===== src/rtl/trk_pkg.sv =====
package trk_pkg;
    typedef enum logic [1:0] {
        ST_IDLE = 2'd0,
        ST_BUSY = 2'd1,
        ST_GAP  = 2'd2,
        ST_HOLD = 2'd3
    } trk_state_e;
endpackage


===== src/rtl/trk_pending.sv =====
// Signed backlog of step requests, saturating at the symmetric limits.
module trk_pending #(
    parameter int PEND_W = 8
) (
    input  logic clk,
    input  logic rst_n,
    input  logic req_up,
    input  logic req_dn,
    input  logic take,
    output logic has_work,
    output logic dir_up
);
    localparam int SUM_W = PEND_W + 2;
    localparam logic signed [SUM_W-1:0] ONE_W  = {{(SUM_W-1){1'b0}}, 1'b1};
    localparam logic signed [SUM_W-1:0] SAT_HI = {3'b000, {(PEND_W-1){1'b1}}};
    localparam logic signed [SUM_W-1:0] SAT_LO = {3'b111, {(PEND_W-2){1'b0}}, 1'b1};

    logic signed [PEND_W-1:0] cnt_q;
    logic signed [PEND_W-1:0] cnt_d;
    logic signed [SUM_W-1:0]  sum_w;

    assign has_work = (cnt_q != '0);
    assign dir_up   = ~cnt_q[PEND_W-1];

    always_comb begin
        sum_w = {{2{cnt_q[PEND_W-1]}}, cnt_q};
        if (req_up && !req_dn) sum_w = sum_w + ONE_W;
        if (req_dn && !req_up) sum_w = sum_w - ONE_W;
        if (take)              sum_w = dir_up ? (sum_w - ONE_W) : (sum_w + ONE_W);
        if (sum_w > SAT_HI)      cnt_d = SAT_HI[PEND_W-1:0];
        else if (sum_w < SAT_LO) cnt_d = SAT_LO[PEND_W-1:0];
        else                     cnt_d = sum_w[PEND_W-1:0];
    end

    always_ff @(posedge clk or negedge rst_n) begin
        if (!rst_n) cnt_q <= '0;
        else        cnt_q <= cnt_d;
    end
endmodule


===== src/rtl/trk_bit_check.sv =====
// Registered tracking-error flag on the wrapped angle distance.
module trk_bit_check #(
    parameter int ANG_W   = 16,
    parameter int BIT_TOL = 8
) (
    input  logic             clk,
    input  logic             rst_n,
    input  logic [ANG_W-1:0] angle,
    input  logic [ANG_W-1:0] target,
    output logic             fail
);
    localparam logic [ANG_W-1:0] TOL_W = ANG_W'(BIT_TOL);
    localparam logic [ANG_W-1:0] ONE_A = {{(ANG_W-1){1'b0}}, 1'b1};

    logic [ANG_W-1:0] diff;
    logic [ANG_W-1:0] mag;

    always_comb begin
        diff = target - angle;
        mag  = diff[ANG_W-1] ? (~diff + ONE_A) : diff;
    end

    always_ff @(posedge clk or negedge rst_n) begin
        if (!rst_n) fail <= 1'b0;
        else        fail <= (mag > TOL_W);
    end
endmodule


===== src/rtl/trk_angle_ctr.sv =====
// Tracking angle counter: one-step updates, busy pulse, host hold latch.
module trk_angle_ctr
    import trk_pkg::*;
#(
    parameter int ANG_W    = 16,
    parameter int BUSY_CYC = 4,
    parameter int GAP_CYC  = 6,
    parameter int PEND_W   = 8,
    parameter int BIT_TOL  = 8
) (
    input  logic             clk,
    input  logic             rst_n,
    input  logic             step_up,
    input  logic             step_dn,
    input  logic [ANG_W-1:0] target,
    input  logic             inhibit,
    output logic             busy,
    output logic [ANG_W-1:0] angle_out,
    output logic             bit_fail
);
    localparam int CNT_MAX = (BUSY_CYC > GAP_CYC) ? BUSY_CYC : GAP_CYC;
    localparam int CNT_W   = $clog2(CNT_MAX + 1);
    localparam logic [CNT_W-1:0] BUSY_LAST = CNT_W'(BUSY_CYC - 1);
    localparam logic [CNT_W-1:0] GAP_LAST  = CNT_W'(GAP_CYC - 1);
    localparam logic [CNT_W-1:0] CNT_ONE   = {{(CNT_W-1){1'b0}}, 1'b1};
    localparam logic [ANG_W-1:0] ANG_ONE   = {{(ANG_W-1){1'b0}}, 1'b1};

    trk_state_e       state_q, state_d;
    logic [CNT_W-1:0] cnt_q, cnt_d;
    logic [ANG_W-1:0] ang_q, ang_step, out_q, out_d;
    logic             step_en, load_out;
    logic             has_work, dir_up;

    trk_pending #(.PEND_W(PEND_W)) u_pending (
        .clk      (clk),
        .rst_n    (rst_n),
        .req_up   (step_up),
        .req_dn   (step_dn),
        .take     (step_en),
        .has_work (has_work),
        .dir_up   (dir_up)
    );

    trk_bit_check #(.ANG_W(ANG_W), .BIT_TOL(BIT_TOL)) u_bit (
        .clk    (clk),
        .rst_n  (rst_n),
        .angle  (ang_q),
        .target (target),
        .fail   (bit_fail)
    );

    assign ang_step = dir_up ? (ang_q + ANG_ONE) : (ang_q - ANG_ONE);

    // State register.
    always_ff @(posedge clk or negedge rst_n) begin
        if (!rst_n) begin
            state_q <= ST_IDLE;
            cnt_q   <= '0;
        end else begin
            state_q <= state_d;
            cnt_q   <= cnt_d;
        end
    end

    // Next state and step/load decisions.
    always_comb begin
        state_d  = state_q;
        cnt_d    = cnt_q;
        step_en  = 1'b0;
        load_out = 1'b0;
        unique case (state_q)
            ST_IDLE: begin
                if (inhibit) begin
                    state_d = ST_HOLD;
                end else if (has_work) begin
                    step_en  = 1'b1;
                    load_out = 1'b1;
                    state_d  = ST_BUSY;
                    cnt_d    = '0;
                end
            end
            ST_BUSY: begin
                if (cnt_q == BUSY_LAST) begin
                    state_d = ST_GAP;
                    cnt_d   = '0;
                end else begin
                    cnt_d = cnt_q + CNT_ONE;
                end
            end
            ST_GAP: begin
                if (cnt_q == GAP_LAST) state_d = ST_IDLE;
                else                   cnt_d   = cnt_q + CNT_ONE;
            end
            ST_HOLD: begin
                if (!inhibit) begin
                    load_out = 1'b1;
                    cnt_d    = '0;
                    state_d  = (ang_q != out_q) ? ST_BUSY : ST_IDLE;
                end else if (has_work) begin
                    step_en = 1'b1;
                end
            end
            default: state_d = ST_IDLE;
        endcase
    end

    // Latch input: the fresh step in IDLE, the tracked angle on release.
    always_comb begin
        out_d = out_q;
        if (load_out) out_d = (state_q == ST_IDLE) ? ang_step : ang_q;
    end

    always_ff @(posedge clk or negedge rst_n) begin
        if (!rst_n) begin
            ang_q <= '0;
            out_q <= '0;
        end else begin
            if (step_en) ang_q <= ang_step;
            out_q <= out_d;
        end
    end

    // Outputs.
    always_comb begin
        busy      = (state_q == ST_BUSY);
        angle_out = out_q;
    end
endmodule


===== config.mk =====
export PLATFORM = sky130hd
export DESIGN_NAME = trk_angle_ctr
export DESIGN_NICKNAME = d
export VERILOG_FILES = /design/src/rtl/trk_pkg.sv /design/src/rtl/trk_pending.sv /design/src/rtl/trk_bit_check.sv /design/src/rtl/trk_angle_ctr.sv
export SDC_FILE = /design/constraint.sdc
export NUM_CORES = 1
export LEC_CHECK = 0
export BUFFER_PORTS_ARGS = -buffer_cell sky130_fd_sc_hd__clkbuf_2
export CORE_ASPECT_RATIO = 2
export CORE_MARGIN = 4
export CORE_UTILIZATION = 45
export CTS_CLUSTER_DIAMETER = 100
export DETAILED_ROUTE_END_ITERATION = 10
export HOLD_SLACK_MARGIN = 0.12
export PLACE_DENSITY_LB_ADDON = 0.08
export SYNTH_ARGS = -nofsm -noshare
export SYNTH_HDL_FRONTEND = slang
export SYNTH_SLANG_ARGS = --single-unit

===== constraint.sdc =====
create_clock -name clk -period 8.7 [get_ports clk]
set_input_delay 0.435 -clock clk [delete_from_list [all_inputs] [get_ports clk]]
set_output_delay 0.435 -clock clk [all_outputs]
set_load 0.02 [all_outputs]

==> metrics.md, run 1 <==
| Metric | Value |
|---|---|
| Initial antenna violation count | 0 |
| Placed standard-cell area | 5500 um^2 |
| Sw Share | 0.519 |
| R2R Path Start | u_pending.cnt_q[7] |
| Number of vias per cell | 5.77 |
| Ys Warns | 0 |
| Detailed Place HPWL | 11.0 mm |
| FMAX | 224 MHz |
| CTS tree | yes |
| Worst Setup SP | u_pending.cnt_q[7] |
| Die area | between 10,000 and 15,000 um^2 |
| Slew Viols, Final | 0 |
| DR iter-0 viols | 180 |
| Register area share after synthesis | 0.223 |
| Bufs on Longest Clock Path | 2 |
| Crit-path max cell delay | 880 ps |
| Clk_lat worst skew | 290 ps |
| Gr ovfl total | 0 |
| IO Pins | 39 |
| Least-Margin Pin Slew | 1060 ps |
| CP most frequent cell | a31oi_1 |
| Max cap viols | 0 |
| Largest net degree at the start of global routing | 47 |
| # hold bufs at CTS | 0 |
| Final Cell Area | 5660 um^2 |
| Routed Antenna Nets | 0 |
| RSZ-0062 raised after global routing | no |
| Crit Path Category | register to register |
| Syn_area_per_cell | 8.15 um^2 |
| Fin Setup TNS | 0 ps |
| Fillers | between 1k and 1.5k |
| Residual DRC | 0 |
| Sequential share of power | 0.186 |
| Cell Area, Synth | 5160 um^2 |
| Post-synth top area share | 0.223 |
| All-Layer GR Usage | 0.205 |
| Vias in the first global route | between 4k and 5k |
| Yosys top cell by area | dfrtp_1 |
| Port Buffers | 38 |
| Inst Count DP | 800 |
| Finish-stage setup viols | 0 |
| Drt wl/cell | ~17 um |
| Main synth FF type | dfrtp_1 |
| Slew HR | 0.292 |
| Reg clk slew, reported paths | 70 ps |
| Postcts setup bufs | 0 |
| Post-Synthesis Net Count | 706 |
| Post-CTS sizing | 0 |
| # diodes | 0 |
| Worst clock skew | 9.14 ps |
| Root buffer cell | clkbuf_16 |
| Post-synth EDFFs | 0 |
| R2r worst-path depth | 11 |
| Hold Fails Final Rpt | 0 |
| Clock sink count | 46 |
| Net Switching | around 0.0012 W |
| Syn Inst Count | approximately 630 |
| Cell internal pwr | approximately 0.0011 W |
| Netlist cell types | between 70 and 80 |
| Die Height | 159 um |
| Detailed Routing Iterations Pass 1 | 4 |
| # nets final | 738 |
| Register area | 1150 um^2 |
| Synthesis-to-layout area growth | 9.62% |
| Synthesized flop and latch total | 46 |
| HP Class | primary input to async pin |
| Placer Congestion | ~0.85 |
| Cts bufs inserted | 5 |
| Req. time, crit path | 8830 ps |
| Max FO, Critical Path | 22 |
| H-tree depth | 2 |
| PwrDens | ~400 nW/um^2 |
| CP cell instances | clkinv_1, ha_1, a21o_1, a31oi_2, o211ai_1, a31oi_1, xnor2_1, a21oi_1, a31oi_1, a21boi_0, o22ai_1 |
| Finished Layout Cells | ~810 |
| Fraction of layout cells with a size suffix above 1 | 0.114 |
| Core area | around 11,000 um^2 |
| # rows | 55 |
| Final WL | 13.5 mm |
| CP max-delay cell | dfrtp_1 |
| First-pass GRT wire length | roughly 22 mm |
| Synth top area cells | dfrtp_1 22%, ha_1 12%, o21ai_0 5.1% |
| Combinational Power Share | 0.719 |
| Die W | 83.7 um |
| Clock share of power | 0.095 |
| Footprint of the multi-input gates | 3780 um^2 |
| Ys async rst share | 1.00 |
| Crit. End Element | register |
| Finished Core Util | 0.501 |
| Status | finished clean |
| Effective utilization at floorplan | 0.457 |
| DR vias | 4,664 |
| Clock period minus worst slack | 4460 ps |
| Final worst-path cycle share | 0.513 |
| Leak | roughly 2.5 nW |
| Arrival @ worst endpoint | 4590 ps |
| Peak supply drop | 0.235 mV |
| Worst Setup Start Kind | register |
-- cells by family after synthesis --
kind of cell / synth area share
multiplexers: 0.0541
flip-flops: 0.223
AO/OA/AOI/OAI: 0.243
buffers and inverters: 0.0465
AND/OR/NAND/NOR: 0.199
XOR/XNOR: 0.104
adder cells (fa/ha/maj): 0.130
-- area by class of cell --
cell class	instances	share of cell area
Multi-Input combinational cell	526	0.668
Sequential cell	46	0.203
Timing Repair Buffer	42	0.0389
Tap cell	142	0.0314
Inverter	44	0.0292
Clock buffer	7	0.0234
Clock inverter	1	0.00531
-- power by group through the flow --
stage	Combinational, W	Sequential, W	Clock (W)
global route	0.00185	0.000441	0.000231
global placement	0.00161	0.000429	0
detailed placement	0.00165	0.000431	0
finish	0.00165	0.000426	0.000219
CTS	0.00166	0.000427	0.000222
floorplan	0.00125	0.000429	0
-- cell usage in the layout (no fill, tap or decap), types with 4 or more instances in the layout --
cell	n
nor3_1	18
nand2_1	67
o22ai_1	8
a31oi_1	9
nand4_1	7
o31ai_1	8
a2111oi_0	4
mux2i_1	20
inv_1	43
nand3b_1	7
a21o_1	15
and2_1	6
ha_1	49
nor4_1	7
o21ai_0	53
nand3_1	12
nor2b_1	10
o21ai_1	4
buf_4	4
clkbuf_16	5
a21oi_1	37
nor3b_1	4
o211ai_1	7
or2_2	5
o21a_1	8
or3_1	7
mux2_2	7
xnor2_1	26
nand2b_1	5
xor2_1	29
dfrtp_1	46
nor2_1	34
clkbuf_2	38
-- state kept, by name, summed over array words and instances (netlist names) --
signal / count
ang_q: 16
angle_out: 16
u_pending.cnt_q: 8
cnt_q: 3
state_q: 2
u_bit.fail: 1
-- per-layer routing --
metal / share of wire / wire length, um / vias up / track usage
met3: 0.016 / 212 / 22 / 0.0171
met5: 0 / 0 / - / 0
met2: 0.58 / 7800 / 57 / 0.409
met4: 0.025 / 337 / 0 / 0.0688
met1: 0.38 / 5170 / 2222 / 0.217
li1: - / - / 2363 / -
-- critical path: cells and delay by family (launching register included) --
kind	cells	cell delay [ps]
adders and majority gates	1	570
AOI/OAI and AO/OA	8	1940
DFF	1	880
buffers and inverters	1	730
xor gates and xnor gates	1	160
-- cell usage after synthesis, drive strengths merged, types with 7 or more instances --
master and n:
a31oi 10, mux2i 20, mux2 7, nand4 8, a21o 15, nor3 18
o211ai 7, xor2 30, nand3 12, nor2 34, or3 8, o22ai 8
o21a 8, clkbuf 12, nand3b 7, xnor2 27, nor2b 10, dfrtp 46
inv 43, ha 49, o31ai 8, nand2 67, nor4 7, o21ai 58
a21oi 37
-- final timing paths --
kind | end | slack (ps)
max | u_pending.cnt_q[3] | 4240
min | angle_out[13] | 230
max reg2reg | u_pending.cnt_q[3] | 4240
min in group clk | cnt_q[1] | 510
min reg2reg | cnt_q[1] | 510
max in group asynchronous | angle_out[1] | 8030
-- through the flow --
step	total power [W]	hold WS, ps	setup slack (ps)
floorplan	0.00168	139	4970
global placement	0.00204	488	4430
detailed placement	0.00208	506	4230
CTS	0.00231	260	4180
global route	0.00252	292	3820
finish	0.00230	225	4240
(Power assumes the default switching activity.)
==> run 2: changes to the inputs <==
==> constraint.sdc (replaced) <==
create_clock -name clk -period 3.95 [get_ports clk]
set_input_delay 0.1975 -clock clk [delete_from_list [all_inputs] [get_ports clk]]
set_output_delay 0.1975 -clock clk [all_outputs]
set_load 0.02 [all_outputs]
==> run 2 against run 1 <==
  * First-iteration DRC count is 18% lower
  * Sequential power rose by 110%
  * Register-to-register slack worse by 4100 ps
  * Combinational power up 140%
  * Wire length increased by 3.2%
  * Largest cell class unchanged
==> metrics.md, run 2 (synthesis results as in run 1) <==
| Metric | Value |
|---|---|
| Register area | 1150 um^2 (unchanged) |
| Clock sink count | 46 (unchanged) |
| DR vias | 4,802 (was 4,664) |
| Crit. End Element | register (unchanged) |
| Footprint of the multi-input gates | 3880 um^2 (was 3780 um^2) |
| Bufs on Longest Clock Path | 2 (unchanged) |
| Reg clk slew, reported paths | 60 ps (was 70 ps) |
| Worst clock skew | 4.01 ps (was 9.14 ps) |
| Status | finished clean (unchanged) |
| Detailed Routing Iterations Pass 1 | 5 (was 4) |
| Worst Setup Start Kind | register (unchanged) |
| Req. time, crit path | 4110 ps (was 8830 ps) |
| R2R Path Start | u_pending.cnt_q[1] (was u_pending.cnt_q[7]) |
| Die W | 83.7 um (unchanged) |
| Number of vias per cell | 5.80 (was 5.77) |
| Clock period minus worst slack | 3810 ps (was 4460 ps) |
| Worst Setup SP | u_pending.cnt_q[1] (was u_pending.cnt_q[7]) |
| Synthesis-to-layout area growth | 14.6% (was 9.62%) |
| Final worst-path cycle share | 0.965 (was 0.513) |
| CP endpoint | u_pending.cnt_q[4] (was u_pending.cnt_q[3]) |
| Arrival @ worst endpoint | 3970 ps (was 4590 ps) |
| Setup slack, reg-to-reg | 140 ps (was 4240 ps) |
| Final WL | 14.0 mm (was 13.5 mm) |
| Leak | 2.63 nW (was 2.52 nW) |
| Hold Fails Final Rpt | 0 (unchanged) |
| Fin Setup TNS | 0 ps (unchanged) |
| Max FO, Critical Path | 7 (was 22) |
| Hold WS | 367 ps (was 225 ps) |
| # rows | 55 (unchanged) |
| Die Height | 159 um (unchanged) |
| Inst Count DP | 815 (was 800) |
| Commonest non-fill, non-tap cell in the layout | nand2_1 (unchanged) |
| # diodes | 0 (unchanged) |
| HP Class | primary input to register (was primary input to async pin) |
| Detailed Place HPWL | 11.3 mm (was 11.0 mm) |
| Drt wl/cell | 16.9 um (was 16.7 um) |
| Core area | 11,300 um^2 (unchanged) |
| Finish-stage setup viols | 0 (unchanged) |
| H-tree depth | 2 (unchanged) |
| Finished Layout Cells | 828 (was 808) |
| Slew Viols, Final | 0 (unchanged) |
| Die area | 13,400 um^2 (unchanged) |
| Cts bufs inserted | 5 (unchanged) |
| Highest-count cells in the layout ignoring fill and taps | 65 x nand2_1, 53 x o21ai_0, 46 x dfrtp_1 (was 67 x nand2_1, 53 x o21ai_0, 49 x ha_1) |
| Fillers | 1,118 (was 1,135) |
| Gr ovfl total | 0 (unchanged) |
| Fraction of layout cells with a size suffix above 1 | 0.157 (was 0.114) |
| PwrDens | 896 nW/um^2 (was 406 nW/um^2) |
| Clk_lat worst skew | 290 ps (about the same) |
| Routed Antenna Nets | 0 (unchanged) |
| Placer Congestion | 0.844 (was 0.849) |
| Initial antenna violation count | 0 (unchanged) |
| Crit Path Category | register to register (unchanged) |
| # nets final | 758 (was 738) |
| Slew HR | 0.377 (was 0.292) |
| Least-Margin Pin Slew | 929 ps (was 1060 ps) |
| R2r worst-path depth | 18 (was 11) |
| CTS tree | yes (unchanged) |
| All-Layer GR Usage | 0.207 (was 0.205) |
| DR iter-0 viols | 147 (was 180) |
| Largest net degree at the start of global routing | 47 (unchanged) |
| Port Buffers | 38 (unchanged) |
| R2R Path End | u_pending.cnt_q[4] (was u_pending.cnt_q[3]) |
| Root buffer cell | clkbuf_16 (unchanged) |
| Peak supply drop | 0.402 mV (was 0.235 mV) |
| Effective utilization at floorplan | 0.457 (unchanged) |
| FMAX | 262 MHz (was 224 MHz) |
| Vias in the first global route | 4,898 (was 4,657) |
| Max cap viols | 0 (unchanged) |
| Total Power | 0.00530 W (was 0.00230 W) |
| Residual DRC | 0 (unchanged) |
| IO Pins | 39 (unchanged) |
| First-pass GRT wire length | 22.9 mm (was 22.5 mm) |
[run 2: timing repair]
item / 4_1_cts / 5_1_grt
gates resized for setup: 0 / 18
endpoints found under the hold margin: 46 / 0
buffers inserted: 0 / 4
endpoints found under the setup margin: 0 / 8
hold buffers: 1 / 0
[run 2: final cells by class]
cell class / instances / share of cell area
Multi-Input combinational cell: 526 / 0.657
Sequential cell: 46 / 0.195
Timing Repair Buffer: 62 / 0.0631
Tap cell: 142 / 0.0300
Inverter: 44 / 0.0279
Clock buffer: 7 / 0.0224
Clock inverter: 1 / 0.00508
[run 2: how the worst min path moves through the flow]
stage                 start       endpoint  cells past startpoint
CTS                 inhibit     state_q[1]                      4
global route        inhibit     state_q[1]                      4
detailed placement    rst_n      ang_q[12]                      2
floorplan             rst_n       ang_q[0]                      0
global placement      rst_n  angle_out[13]                      2
finish              inhibit     state_q[1]                      4
[run 2: worst max-delay path, cell delays in order, from the launching register on]
cell and delay [ps]:
dfrtp_1 370, inv_1 90, ha_4 210, mux2i_2 190, ha_2 210, nand3b_1 160, nand2_2 150, xor2_4 200
ha_4 240, a21o_1 190, a31oi_2 260, o211ai_1 190, a31oi_1 230, xnor2_1 160, a21oi_1 90, a31oi_1 230
buf_4 180, a21boi_0 210, o22ai_1 110
[run 2: layer usage]
metal | up-vias | GRT usage | wire length (um)
li1 | 2401 | - | -
met1 | 2281 | 0.210 | 5240
met2 | 87 | 0.411 | 7810
met3 | 33 | 0.0181 | 327
met4 | 0 | 0.0974 | 585
met5 | - | 0 | 0
[run 2: report_power, final]
group | leakage [nW] | internal, W | switching [W]
Sequential | 0.569 | 0.000675 | 0.000235
Combinational | 1.99 | 0.00163 | 0.00227
Clock | 0.0781 | 0.000300 | 0.000185
[run 2: stage by stage]
step	utilization	worst slack, ps	area, um^2
final	0.524	138	5910
after global routing	0.524	-82.2	5910
after CTS	0.512	5.15	5780
after detailed placement	0.497	17.0	5610
after global placement	0.497	199	5610
after floorplan	-	248	5160
